## src/rtl/tw_pkg.sv

```systemverilog
package tw_pkg;
  localparam int RATIO_W = 3;

  typedef struct packed {
    logic [1:0]         spare;
    logic               src_ext;
    logic               edge_fall;
    logic               div_wdg;
    logic [RATIO_W-1:0] ratio;
  } tw_ctrl_t;

  localparam tw_ctrl_t CTRL_POR = '1;
endpackage

```

## src/rtl/tw_pin_sync.sv

```systemverilog
module tw_pin_sync (
  input  logic clk,
  input  logic rst_n,
  input  logic pin,
  input  logic edge_fall,
  output logic pin_lvl,
  output logic pin_rise
);
  logic [1:0] sh;

  always_ff @(posedge clk or negedge rst_n) begin
    if (!rst_n) sh <= '0;
    else        sh <= {sh[0], pin ^ edge_fall};
  end

  assign pin_lvl  = sh[0];
  assign pin_rise = sh[0] & ~sh[1];
endmodule

```

## src/rtl/tw_divider.sv

```systemverilog
module tw_divider #(
  parameter int DIV_W = 8
) (
  input  logic             clk,
  input  logic             rst_n,
  input  logic             clr,
  input  logic             step,
  output logic [DIV_W-1:0] div_q
);
  always_ff @(posedge clk or negedge rst_n) begin
    if (!rst_n)    div_q <= '0;
    else if (clr)  div_q <= '0;
    else if (step) div_q <= div_q + 1'b1;
  end
endmodule

```

## src/rtl/tw_timer.sv

```systemverilog
module tw_timer #(
  parameter int TMR_W   = 8,
  parameter int INH_CYC = 2
) (
  input  logic             clk,
  input  logic             rst_n,
  input  logic             evt,
  input  logic             cyc_end,
  input  logic             we,
  input  logic [TMR_W-1:0] wdata,
  input  logic             ovf_clr,
  output logic [TMR_W-1:0] q,
  output logic             ovf
);
  localparam int INH_W = $clog2(INH_CYC + 1);
  localparam logic [INH_W-1:0] INH_LOAD = INH_W'(INH_CYC);
  localparam logic [TMR_W-1:0] TOP = '1;

  logic [INH_W-1:0] inh;
  logic             step;

  assign step = evt & (inh == '0);

  always_ff @(posedge clk or negedge rst_n) begin
    if (!rst_n)                        inh <= '0;
    else if (we)                       inh <= INH_LOAD;
    else if (cyc_end && inh != '0)     inh <= inh - 1'b1;
  end

  always_ff @(posedge clk) begin
    if (we)        q <= wdata;
    else if (step) q <= q + 1'b1;
  end

  always_ff @(posedge clk or negedge rst_n) begin
    if (!rst_n)                       ovf <= 1'b0;
    else if (step && !we && q == TOP) ovf <= 1'b1;
    else if (ovf_clr)                 ovf <= 1'b0;
  end
endmodule

```

## src/rtl/tw_watchdog.sv

```systemverilog
module tw_watchdog #(
  parameter int BASE_W  = 6,
  parameter int DIV_W   = 8,
  parameter int RATIO_W = 3
) (
  input  logic               clk,
  input  logic               rst_n,
  input  logic               en,
  input  logic               tick,
  input  logic               clr,
  input  logic               div_wdg,
  input  logic [RATIO_W-1:0] ratio,
  input  logic [DIV_W-1:0]   div_q,
  output logic               post_step,
  output logic               rst_pulse
);
  localparam logic [BASE_W-1:0] BASE_TOP = '1;
  localparam logic [DIV_W-1:0]  ONE_D    = 1;

  logic [BASE_W-1:0] base;
  logic [DIV_W-1:0]  pmask;
  logic              wrap, done;

  assign wrap      = en & tick & (base == BASE_TOP);
  assign pmask     = (ONE_D << ratio) - ONE_D;
  assign done      = wrap & (~div_wdg | ((div_q & pmask) == pmask));
  assign post_step = wrap & div_wdg;

  always_ff @(posedge clk or negedge rst_n) begin
    if (!rst_n)          base <= '0;
    else if (clr)        base <= '0;
    else if (en && tick) base <= base + 1'b1;
  end

  always_ff @(posedge clk or negedge rst_n) begin
    if (!rst_n) rst_pulse <= 1'b0;
    else        rst_pulse <= done & ~clr;
  end
endmodule

```

## src/rtl/tmr8_wdg.sv

```systemverilog
module tmr8_wdg
  import tw_pkg::*;
#(
  parameter int TMR_W      = 8,
  parameter int WDG_BASE_W = 6,
  parameter int INH_CYC    = 2
) (
  input  logic             clk,
  input  logic             rst_n,
  input  logic [3:0]       phase_en,
  input  logic             ext_clk,
  input  logic             ctrl_we,
  input  logic [7:0]       ctrl_wdata,
  input  logic             tmr_we,
  input  logic [TMR_W-1:0] tmr_wdata,
  input  logic             ovf_clr,
  input  logic             wdg_en,
  input  logic             wdg_tick,
  input  logic             wdg_clr,
  output logic [TMR_W-1:0] tmr_q,
  output logic             ovf_flag,
  output logic             wdg_rst
);
  localparam int DIV_W = 1 << RATIO_W;

  tw_ctrl_t          ctrl_q;
  logic [DIV_W-1:0]  div_q;
  logic              pin_lvl, pin_rise;
  logic              cyc_end, samp_ph;
  logic              samp_src, samp_r, samp_rise;
  logic              tmr_evt, src_evt;
  logic              div_step, div_clr, post_step;

  always_ff @(posedge clk or negedge rst_n) begin
    if (!rst_n)       ctrl_q <= CTRL_POR;
    else if (ctrl_we) ctrl_q <= tw_ctrl_t'(ctrl_wdata);
  end

  assign cyc_end = phase_en[3];
  assign samp_ph = phase_en[1] | phase_en[3];

  tw_pin_sync u_pin (
    .clk       (clk),
    .rst_n     (rst_n),
    .pin       (ext_clk),
    .edge_fall (ctrl_q.edge_fall),
    .pin_lvl   (pin_lvl),
    .pin_rise  (pin_rise)
  );

  assign samp_src = ctrl_q.div_wdg ? pin_lvl : div_q[ctrl_q.ratio];

  always_ff @(posedge clk or negedge rst_n) begin
    if (!rst_n)       samp_r <= 1'b0;
    else if (samp_ph) samp_r <= samp_src;
  end

  assign samp_rise = samp_ph & samp_src & ~samp_r;
  assign tmr_evt   = (!ctrl_q.src_ext && ctrl_q.div_wdg) ? cyc_end : samp_rise;
  assign src_evt   = ctrl_q.src_ext ? pin_rise : cyc_end;
  assign div_step  = ctrl_q.div_wdg ? post_step : src_evt;
  assign div_clr   = ctrl_q.div_wdg ? wdg_clr : tmr_we;

  tw_divider #(.DIV_W(DIV_W)) u_div (
    .clk   (clk),
    .rst_n (rst_n),
    .clr   (div_clr),
    .step  (div_step),
    .div_q (div_q)
  );

  tw_timer #(.TMR_W(TMR_W), .INH_CYC(INH_CYC)) u_tmr (
    .clk     (clk),
    .rst_n   (rst_n),
    .evt     (tmr_evt),
    .cyc_end (cyc_end),
    .we      (tmr_we),
    .wdata   (tmr_wdata),
    .ovf_clr (ovf_clr),
    .q       (tmr_q),
    .ovf     (ovf_flag)
  );

  tw_watchdog #(.BASE_W(WDG_BASE_W), .DIV_W(DIV_W), .RATIO_W(RATIO_W)) u_wdg (
    .clk       (clk),
    .rst_n     (rst_n),
    .en        (wdg_en),
    .tick      (wdg_tick),
    .clr       (wdg_clr),
    .div_wdg   (ctrl_q.div_wdg),
    .ratio     (ctrl_q.ratio),
    .div_q     (div_q),
    .post_step (post_step),
    .rst_pulse (wdg_rst)
  );
endmodule

```

## config.mk

```make
export PLATFORM = sky130hd
export DESIGN_NAME = tmr8_wdg
export DESIGN_NICKNAME = d
export VERILOG_FILES = /design/src/rtl/tw_pkg.sv /design/src/rtl/tw_pin_sync.sv /design/src/rtl/tw_divider.sv /design/src/rtl/tw_timer.sv /design/src/rtl/tw_watchdog.sv /design/src/rtl/tmr8_wdg.sv
export SDC_FILE = /design/constraint.sdc
export NUM_CORES = 1
export LEC_CHECK = 0
export BUFFER_PORTS_ARGS = -buffer_cell sky130_fd_sc_hd__buf_4
export CORE_ASPECT_RATIO = 1.1
export CORE_MARGIN = 2
export CORE_UTILIZATION = 54
export CTS_CLUSTER_DIAMETER = 150
export DETAILED_ROUTE_END_ITERATION = 16
export PLACE_DENSITY_LB_ADDON = 0.25
export RECOVER_POWER = 50
export SKIP_LAST_GASP = 1
export SYNTH_ARGS = -nofsm -noshare
export SYNTH_HDL_FRONTEND = slang
export SYNTH_SLANG_ARGS = --single-unit
```

## constraint.sdc

```tcl
create_clock -name clk -period 2.25 [get_ports clk]
set_input_delay 0.45 -clock clk [delete_from_list [all_inputs] [get_ports clk]]
set_output_delay 0.45 -clock clk [all_outputs]
set_load 0.02 [all_outputs]
```

==> flow_summary.yaml, run 1 <==
placed_design:
  io_buffer_count: 34
  routabilityCongestion: 0.8891
  place_area_um2: 2207
  dpl.hpwl_um: 2912
global_routing:
  grt_pass1_vias: 1444
  track_usage: 0.2196
  antenna_found_initial: 0
  grt_max_degree: 28
  overflow: 0
  grt_pass1_wl_um: 6479
detailed_routing:
  drcViolationCount: 0
  viasPerCell: 5.417
  via_count: 1495
  dr.first_iter.drc_count: 46
  ant_nets: 0
  routed_wl_um: 3864
  drt_pre_antenna_iters: 4
  avgRoutedWirePerCell_um: 14.00
final_layout:
  area_growth_pct: 20.18
  fillers: 283
  multi_input_area_um2: 942.2
  drive_gt1_frac: 0.2544
  seq_area_um2: 923.4
  final_area_um2: 2302
  diodes: 0
  fin_nets: 261
worst_setup_path:
  worstPathArrival_ns: 2.12
  critPathLaunch: "ctrl_q[1]$_DFFE_PN1P_"
  critPathSlowestCell: "dfstp_2"
  required_ns: 2.29
  worstPathMaxFanout: 12
  critPathKind: "register to register"
  reg2reg_from: "ctrl_q[1]$_DFFE_PN1P_"
  endpoint_kind: "register"
  path_buf_inv: 0
  crit_family: "flip-flops"
  worstPathCellList: "mux2i_1 -> a221oi_1 -> nand3_1 -> o41ai_2 -> or2_2"
  start_kind: "register"
  max_stage_delay_ns: 0.67
floorplanning:
  rows: 22
  dieArea_um2: 4040
  pin_count: 39
  coreArea_um2: 3358
  die_w_um: 60.79
  die_h_um: 66.47
  initial_core_util: 0.5704
logic_synthesis:
  synthArstFlopShare: 0.7714
  syn_inst: 191
  synth_flop_cell: "dfrtp_1"
  synth-seq-cells: 35
  ys_seq_area_frac: 0.4820
  synth_cell_type_count: 46
  yosysWarnings: 0
  synth_edf_count: 8
  syn_nets: 225
  synth_area_per_cell_um2: 10.03
  netlist_area_um2: 1916
sta:
  setup_viol: 0
  hold_violations: 0
  min_period_ns: 2.082
  fin_setup_tns_ns: 0
  fin_crit_sh: 0.9252
  worst_slew_pin_slew_ns: 1.406
  hold_ws_ns: 0.2695
  slew_headroom: 0.06267
  skew_ns: 0.009380
  timing.fmax_mhz: 480.4
  rsz0062_at_grt: "false"
  final_max_slew_viol_count: 0
cts:
  clockBufferDepth: 2
  cts_made_buffers: 5
  cts_max_level: 2
  clkSinkCount: 35
  path_clk_slew_ns: 0.11
  clk_latency_ns: 0.34
  cts_root_buf: "clkbuf_4"
  cts_tree: "yes"
pwr:
  total_power_mw: 1.481
  p_per_area_nw_per_um2: 643.3
  p_leak_nw: 0.9866
  ir_worst_vdd_mv: 0.3446
job:
  drv_cap: 0
worst_hold_path:
  worstHoldStart: "ext_clk"
  hold_class: "input port to register"
run_status:
  status: "complete, no violations"
-- synthesized netlist by cell type, types with 2 or more instances --
cell      instances  share of area
mux2i_1           5          0.026
dfrtp_1          21           0.27
nand4_1           2         0.0065
mux2_2            7          0.041
edfxtp_1          8           0.13
a21oi_1           5          0.013
xor2_1            9          0.041
inv_1             7          0.014
or4_1             2         0.0078
xnor2_1          10          0.046
o21ai_0          10          0.026
clkbuf_1          5         0.0098
nor2_1           18          0.035
dfstp_2           6          0.082
nand3_1          10          0.026
nor3_1            3         0.0078
or3_1             3         0.0098
nor3b_1           3          0.012
nor4_1            3         0.0098
nor2b_1           3         0.0098
nand2_1          22          0.043
ha_1              5          0.033
-- power breakdown --
group | internal, mW | leakage, nW | switching (mW)
clock | 0.218 | 0.0464 | 0.207
sequential | 0.713 | 0.421 | 0.0612
combinational | 0.138 | 0.519 | 0.143
total | 1.07 | 0.987 | 0.412
-- flip-flops by register name (all words and copies together) (netlist names) --
register and cells:
ctrl_q 6, u_tmr.ovf 1, u_tmr.inh 2, u_tmr.q 8, u_pin.sh 2, samp_r 1
u_div.div_q 8, u_wdg.rst_pulse 1, u_wdg.base 6
-- cell usage in the layout, fill, tap and decap left out, types with 2 or more instances in the layout --
cell      instances
nor3_1            3
ha_1              5
dfstp_1           3
clkbuf_4          5
a21oi_1           5
nand2_1          22
nor3b_1           3
inv_1             7
nor4_1            3
nor2b_1           3
or3_1             3
xnor2_1          10
nand3_1          10
xor2_1            9
or4_1             2
mux2i_1           5
o21ai_0          10
mux2_2            7
nand4_1           2
edfxtp_1          8
nor2_1           18
dfstp_2           3
buf_4            34
dfrtp_1          21
-- layout make-up --
class / instances / area share
multi-input cells: 142 / 0.4092
flip-flops and latches: 35 / 0.4011
repair buffers: 36 / 0.1168
clock buffers: 7 / 0.03315
well taps: 48 / 0.02609
inverters: 7 / 0.01141
clock inverters: 1 / 0.002174
-- per-layer routing --
layer / share of wire / vias to the layer above / global-route usage
li1: - / 743 / -
met1: 0.41 / 707 / 0.2580
met2: 0.52 / 36 / 0.3696
met3: 0.047 / 9 / 0.05825
met4: 0.021 / 0 / 0.09783
met5: 0 / - / 0
-- cells by family (layout without fill, tap and decap cells) --
kind of cell / after synthesis / count (layout) / share of synthesized area
xor gates and xnor gates: 19 / 19 / 0.08687
muxes: 13 / 13 / 0.07316
adders and majority gates: 5 / 5 / 0.03266
buffers and inverters: 14 / 51 / 0.03005
AOI/OAI and AO/OA: 25 / 25 / 0.08296
and+or+nand+nor: 80 / 80 / 0.2123
DFF: 35 / 35 / 0.4820
-- per-stage QoR --
stage | worst slack (ns) | util | std cells
4_1_cts | 0.04943 | 0.6844 | 276
3_3_place_gp | 0.1702 | 0.6572 | 267
3_5_place_dp | 0.1080 | 0.6572 | 267
6_report | 0.1682 | 0.6855 | 276
2_1_floorplan | 0.2940 | - | 191
5_1_grt | 0.02010 | 0.6855 | 276
-- worst paths after layout --
| kind | depth (start not counted) | to | slack [ns] |
|---|---|---|---|
| worst min register to register | 0 | u_pin.sh[1]$_DFF_PN0_ | 0.41 |
| min in group asynchronous | 2 | u_wdg.base[3]$_DFFE_PN0P_ | 0.96 |
| max in group asynchronous | 2 | samp_r$_DFFE_PN0P_ | 0.46 |
| worst max register to register | 5 | u_tmr.q[0]$_DFFE_PP_ | 0.17 |
| worst max-delay path | 5 | u_tmr.q[0]$_DFFE_PP_ | 0.17 |
| worst min-delay path | 2 | u_pin.sh[0]$_DFF_PN0_ | 0.27 |
-- worst reg2reg max path, cell delays in order, from the launching register on --
cell and delay [ns]:
dfstp_2 0.67, mux2i_1 0.12, a221oi_1 0.26, nand3_1 0.16, o41ai_2 0.28, or2_2 0.29
-- repair_timing --
item,CTS,global route
setup endpoints to repair,0,8
buffers inserted,0,0
hold buffers,1,0
endpoints found under the hold margin,8,0
resized for setup,0,1
(Power assumes the default switching activity.)
==> run 2, diff against run 1 <==
Settings changed: CORE_ASPECT_RATIO 1.1 to 1.75.
==> flow_summary.yaml, run 2 (same netlist as run 1, synthesis figures left out) <==
cts:
  path_clk_slew_ns: 0.07
  cts_root_buf: "clkbuf_8"
  cts_tree: "yes"
  post_cts_buffers: 0
  clk_latency_ns: 0.29
  clockBufferDepth: 2
  cts_made_buffers: 5
  clkSinkCount: 35
  cts_hold_buf: 0
  cts_max_level: 2
final_layout:
  drive_gt1_frac: 0.2522
  fin_cells: 271
  final_cell_mix: "32 x buf_4, 22 x nand2_1, 21 x dfrtp_1"
  fillers: 275
  area_growth_pct: 21.82
  fin_nets: 259
  top_regs: "u_div.div_q: 8 flops, u_tmr.q: 8 flops"
  layout_commonest_cell: "buf_4"
  diodes: 0
floorplanning:
  pin_count: 39
  coreArea_um2: 3398
  die_w_um: 49.03
  initial_core_util: 0.5637
  die_h_um: 82.79
  rows: 28
  dieArea_um2: 4059
detailed_routing:
  via_count: 1523
  drcViolationCount: 0
  avgRoutedWirePerCell_um: 14.63
  drt_pre_antenna_iters: 5
  routed_wl_um: 3964
  viasPerCell: 5.620
  ant_nets: 0
  dr.first_iter.drc_count: 32
global_routing:
  grt_max_degree: 28
  grt_pass1_wl_um: 6782
  track_usage: 0.2209
  antenna_found_initial: 0
  grt_pass1_vias: 1547
  overflow: 0
sta:
  timing.fmax_mhz: 486.9
  slew_headroom: 0.05470
  final_max_slew_viol_count: 0
  fin_setup_tns_ns: 0
  fin_crit_sh: 0.9128
  hold_violations: 0
  min_period_ns: 2.054
  setup_viol: 0
  rsz0062_at_grt: "false"
  worst_slew_pin_slew_ns: 1.418
  skew_ns: 0.009231
pwr:
  seqPwrFrac: 0.464
  combPwrFrac: 0.162
  switchingPower_uw: 433.5
  p_leak_nw: 0.9924
  p_per_area_nw_per_um2: 719.4
  total_power_mw: 1.679
  p_int_mw: 1.245
  switching_share: 0.2582
  pwr-share-clk: 0.374
  ir_worst_vdd_mv: 1.044
worst_setup_path:
  max_stage_delay_ns: 0.71
  r2r_cells: 6
  start_kind: "register"
  worstPathArrival_ns: 2.27
  critPathKind: "register to register"
  worst-path-stages: 6
  critPathSlowestCell: "dfstp_1"
  path_buf_inv: 0
  endpoint_kind: "register"
  crit_family: "flip-flops"
  required_ns: 2.47
  worstPathCellList: "or3b_2 -> ha_1 -> xor2_1 -> nand2_1 -> o2111ai_1 -> a21oi_1"
  worstPathMaxFanout: 11
run_status:
  status: "complete, no violations"
placed_design:
  place_inst: 263
  io_buffer_count: 34
  routabilityCongestion: 0.9356
  dpl.hpwl_um: 2965
job:
  drv_cap: 0
worst_hold_path:
  hold_class: "input port to register"
  min_path_cells: 2
## run 2: area by class of cell
class / count / area, um2 / share of cell area
clock buffers: 6 / 93.84 / 0.04021
clock inverters: 2 / 37.54 / 0.01609
inverters: 7 / 26.28 / 0.01126
multi-input cells: 142 / 944.7 / 0.4048
flip-flops and latches: 35 / 923.4 / 0.3957
well taps: 45 / 56.30 / 0.02413
repair buffers: 34 / 251.5 / 0.1078
## run 2: worst paths after layout
| path | from | endpoint | slack (ns) |
|---|---|---|---|
| max in group asynchronous | rst_n | u_div.div_q[3]$_DFFE_PN0P_ | 0.94 |
| min in group asynchronous | rst_n | u_tmr.inh[1]$_DFFE_PN0P_ | 0.47 |
| worst max-delay path | ctrl_q[0]$_DFFE_PN1P_ | u_wdg.rst_pulse$_DFF_PN0_ | 0.20 |
| worst min register to register | u_pin.sh[0]$_DFF_PN0_ | u_pin.sh[1]$_DFF_PN0_ | 0.41 |
| worst max register to register | ctrl_q[0]$_DFFE_PN1P_ | u_wdg.rst_pulse$_DFF_PN0_ | 0.20 |
| worst min-delay path | ext_clk | u_pin.sh[0]$_DFF_PN0_ | 0.33 |
## run 2: timing repair
item	4_1_cts	5_1_grt
setup endpoints to repair	0	8
hold endpoints to repair	0	0
resized for setup	0	2
## run 2: stage by stage
step | setup WS [ns] | area, um2 | hold WS [ns] | utilization
floorplan | 0.2940 | 1916 | 0.1544 | -
global placement | 0.1769 | 2196 | 0.3751 | 0.6462
detailed placement | 0.1261 | 2196 | 0.3804 | 0.6462
CTS | 0.1245 | 2327 | 0.05853 | 0.6848
global route | 0.04294 | 2333 | 0.3337 | 0.6867
finish | 0.1963 | 2333 | 0.3280 | 0.6867
## run 2: per-layer routing
metal / vias to the layer above / global-route usage / wire length [um]
met4: 0 / 0.1029 / 72
met3: 6 / 0.05018 / 171
met2: 41 / 0.4274 / 2215
met1: 737 / 0.2230 / 1505
li1: 739 / - / -
met5: - / 0 / 0
## run 2: worst register-to-register path, cell delays in order, from the launching register on
cell and delay (ns):
dfstp_1 0.71, or3b_2 0.48, ha_1 0.24, xor2_1 0.17, nand2_1 0.07, o2111ai_1 0.13
a21oi_1 0.18
## run 2: power groups by stage
stage / sequential [mW] / clock (mW) / combinational [mW]
after global placement: 0.787 / 0 / 0.263
after floorplan: 0.783 / 0 / 0.173
after global routing: 0.790 / 0.675 / 0.304
after CTS: 0.780 / 0.643 / 0.272
after detailed placement: 0.792 / 0 / 0.270
final: 0.780 / 0.628 / 0.272
==> run 3, diff against run 2 <==
Settings changed: SYNTH_HIERARCHICAL set to 1.
==> flow_summary.yaml, run 3 <==
logic_synthesis:
  syn_inst: 183
  synth_top_area_share: 0.2722
  synthMuxAreaShare: 0.08231
  synth-seq-cells: 35
  synth_compound_area_frac: 0.1290
  synth_common_cells: "21 x dfrtp_1, 20 x nand2_1, 14 x o21ai_0"
  synth.area.top_cells: "dfrtp_1 27%, edfxtp_1 12%, dfstp_2 8.2%"
  synth_area_per_cell_um2: 10.55
  synthArstFlopShare: 0.7714
  yosysTopAreaCell: "dfrtp_1"
  synth_xor_xnor_area_share: 0.05898
  syn_nets: 216
  synthSimpleGateAreaFrac: 0.1886
  yosys.cell_count.top_type: "dfrtp_1"
  ys_seq_area_frac: 0.4783
  synth_cell_type_count: 40
  synth_edf_count: 8
  synth_flop_cell: "dfrtp_1"
  synth_top_family_by_area: "simple AND/OR/NAND/NOR gates"
  yosysWarnings: 6
  synth-adder-area-share: 0.02592
  netlist_area_um2: 1931
final_layout:
  fin_cells: 265
  diodes: 0
  area_growth_pct: 17.82
  layout_commonest_cell: "buf_4"
  top_regs: "u_div/div_q: 8 flops, u_tmr/q: 8 flops"
  seq_area_um2: 923.4
  multi_input_area_um2: 935.9
  fillers: 281
  final_util: 0.6694
  fin_nets: 252
  final_cell_mix: "34 x buf_4, 21 x dfrtp_1, 20 x nand2_1"
  drive_gt1_frac: 0.2682
floorplanning:
  die_w_um: 49.20
  dieArea_um2: 4089
  coreArea_um2: 3398
  initial_core_util: 0.5681
  rows: 28
  die_h_um: 83.10
  pin_count: 39
sta:
  setup_slack_ns: 0.2061
  min_period_ns: 2.044
  skew_ns: 0.004681
  final_max_slew_viol_count: 0
  slew_headroom: 0.06280
  hold_violations: 0
  worst_slew_pin_slew_ns: 1.406
  fin_crit_sh: 0.9084
  fin_setup_tns_ns: 0
  rsz0062_at_grt: "false"
  timing.fmax_mhz: 489.3
  setup_viol: 0
worst_setup_path:
  path_buf_inv: 0
  critPathSlowestCell: "dfstp_1"
  worstPathArrival_ns: 2.05
  worst-path-stages: 4
  max_stage_delay_ns: 0.66
  critPathKind: "register to register"
  crit_family: "compound AO/OA/AOI/OAI gates"
  worstPathMaxFanout: 8
  required_ns: 2.25
  r2r-end: "u_tmr/q[6]$_DFFE_PP_"
  endpoint_kind: "register"
  reg2reg_from: "ctrl_q[0]$_DFFE_PN1P_"
  r2r_cells: 4
  worstPathCellList: "mux2_2 -> a221oi_2 -> a211oi_1 -> a21o_1"
  reg2reg_slack_ns: 0.21
  start_kind: "register"
placed_design:
  place_inst: 257
  routabilityCongestion: 0.8433
  pre_cts_ws_ns: 0.08431
  dpl.hpwl_um: 3004
  io_buffer_count: 34
global_routing:
  grt_pass1_vias: 1579
  track_usage: 0.2171
  grt_max_degree: 28
  grt_util_met3: 0.04856
  antenna_found_initial: 0
  grt_pass1_wl_um: 6900
  grt_use_met2: 0.3993
  overflow: 0
  grt-busiest-layer: "met2"
  met1_usage: 0.2226
worst_hold_path:
  worstHoldStart: "ext_clk"
  min_path_cells: 2
  hold_class: "input port to register"
  hold_path_end: "u_pin/sh[0]$_DFF_PN0_"
pwr:
  total_power_mw: 1.441
  p_leak_nw: 0.9562
  ir_worst_vdd_mv: 0.5518
  p_per_area_nw_per_um2: 633.5
detailed_routing:
  dr.first_iter.drc_count: 43
  via_count: 1508
  avgRoutedWirePerCell_um: 14.92
  routed_wl_um: 3955
  viasPerCell: 5.691
  ant_nets: 0
  drt_pre_antenna_iters: 4
  drcViolationCount: 0
run_status:
  status: "complete, no violations"
cts:
  clockBufferDepth: 2
  cts_max_level: 2
  clkSinkCount: 35
  post_cts_buffers: 0
  cts_made_buffers: 5
  cts_tree: "yes"
  cts_root_buf: "clkbuf_8"
  path_clk_slew_ns: 0.07
  cts_hold_buf: 0
  clk_latency_ns: 0.28
  post_cts_resized: 0
job:
  drv_cap: 0
## run 3: cell count changes after synthesis, moves of 4 or more
cell,previous run,this run
nor2_1,18,12
xnor2_1,10,5
clkbuf_1,5,1
mux2_2,7,11
nand4_1,2,6
nor2b_1,3,7
o21ai_0,10,14
## run 3: cell families (layout without fill, tap and decap cells)
family | count (synthesis) | after routing
simple gates | 71 | 71
compound gates | 35 | 35
flops | 35 | 35
mux | 14 | 14
xor+xnor | 13 | 13
buf+inv | 11 | 48
fa+ha+maj | 4 | 4
## run 3: area by class of cell
class / count / area share
clock inverter: 1 / 0.002200
tap: 45 / 0.02475
timing repair buffer: 35 / 0.1139
multi-input combinational: 137 / 0.4114
sequential: 35 / 0.4059
inverter: 5 / 0.008251
clock buffer: 7 / 0.03355
## run 3: power by group
part | internal [mW] | switching, mW | leakage [nW]
Combinational | 0.124 | 0.124 | 0.493
Sequential | 0.707 | 0.0572 | 0.420
Clock | 0.217 | 0.212 | 0.0422
## run 3: metrics by stage
step	instance area (um2)	hold slack, ns
2_1_floorplan	1931	0.1544
5_1_grt	2275	0.3268
4_1_cts	2278	0.06883
3_3_place_gp	2197	0.3723
3_5_place_dp	2197	0.3803
6_report	2275	0.3391
## run 3: worst max path at each step
stage,slack [ns],endpoint,startpoint
after global placement,0.15,u_div/div_q[5]$_DFFE_PN0P_,wdg_en
final,0.21,u_tmr/q[6]$_DFFE_PP_,ctrl_q[0]$_DFFE_PN1P_
after floorplan,0.33,u_div/div_q[5]$_DFFE_PN0P_,wdg_en
after CTS,0.22,u_div/div_q[5]$_DFFE_PN0P_,u_wdg/base[0]$_DFFE_PN0P_
after detailed placement,0.08,u_div/div_q[5]$_DFFE_PN0P_,wdg_en
after global routing,0.05,u_div/div_q[5]$_DFFE_PN0P_,u_wdg/base[0]$_DFFE_PN0P_
## run 3: metal layers
| layer | wire [um] | vias to the layer above |
|---|---|---|
| met5 | 0 | - |
| met4 | 81 | 0 |
| met3 | 182 | 6 |
| met2 | 2215 | 46 |
| met1 | 1474 | 727 |
| li1 | - | 729 |
## run 3: worst register-to-register path, stage by stage (launching register included)
cell	delay [ns]
dfstp_1	0.66
mux2_2	0.39
a221oi_2	0.27
a211oi_1	0.13
a21o_1	0.32
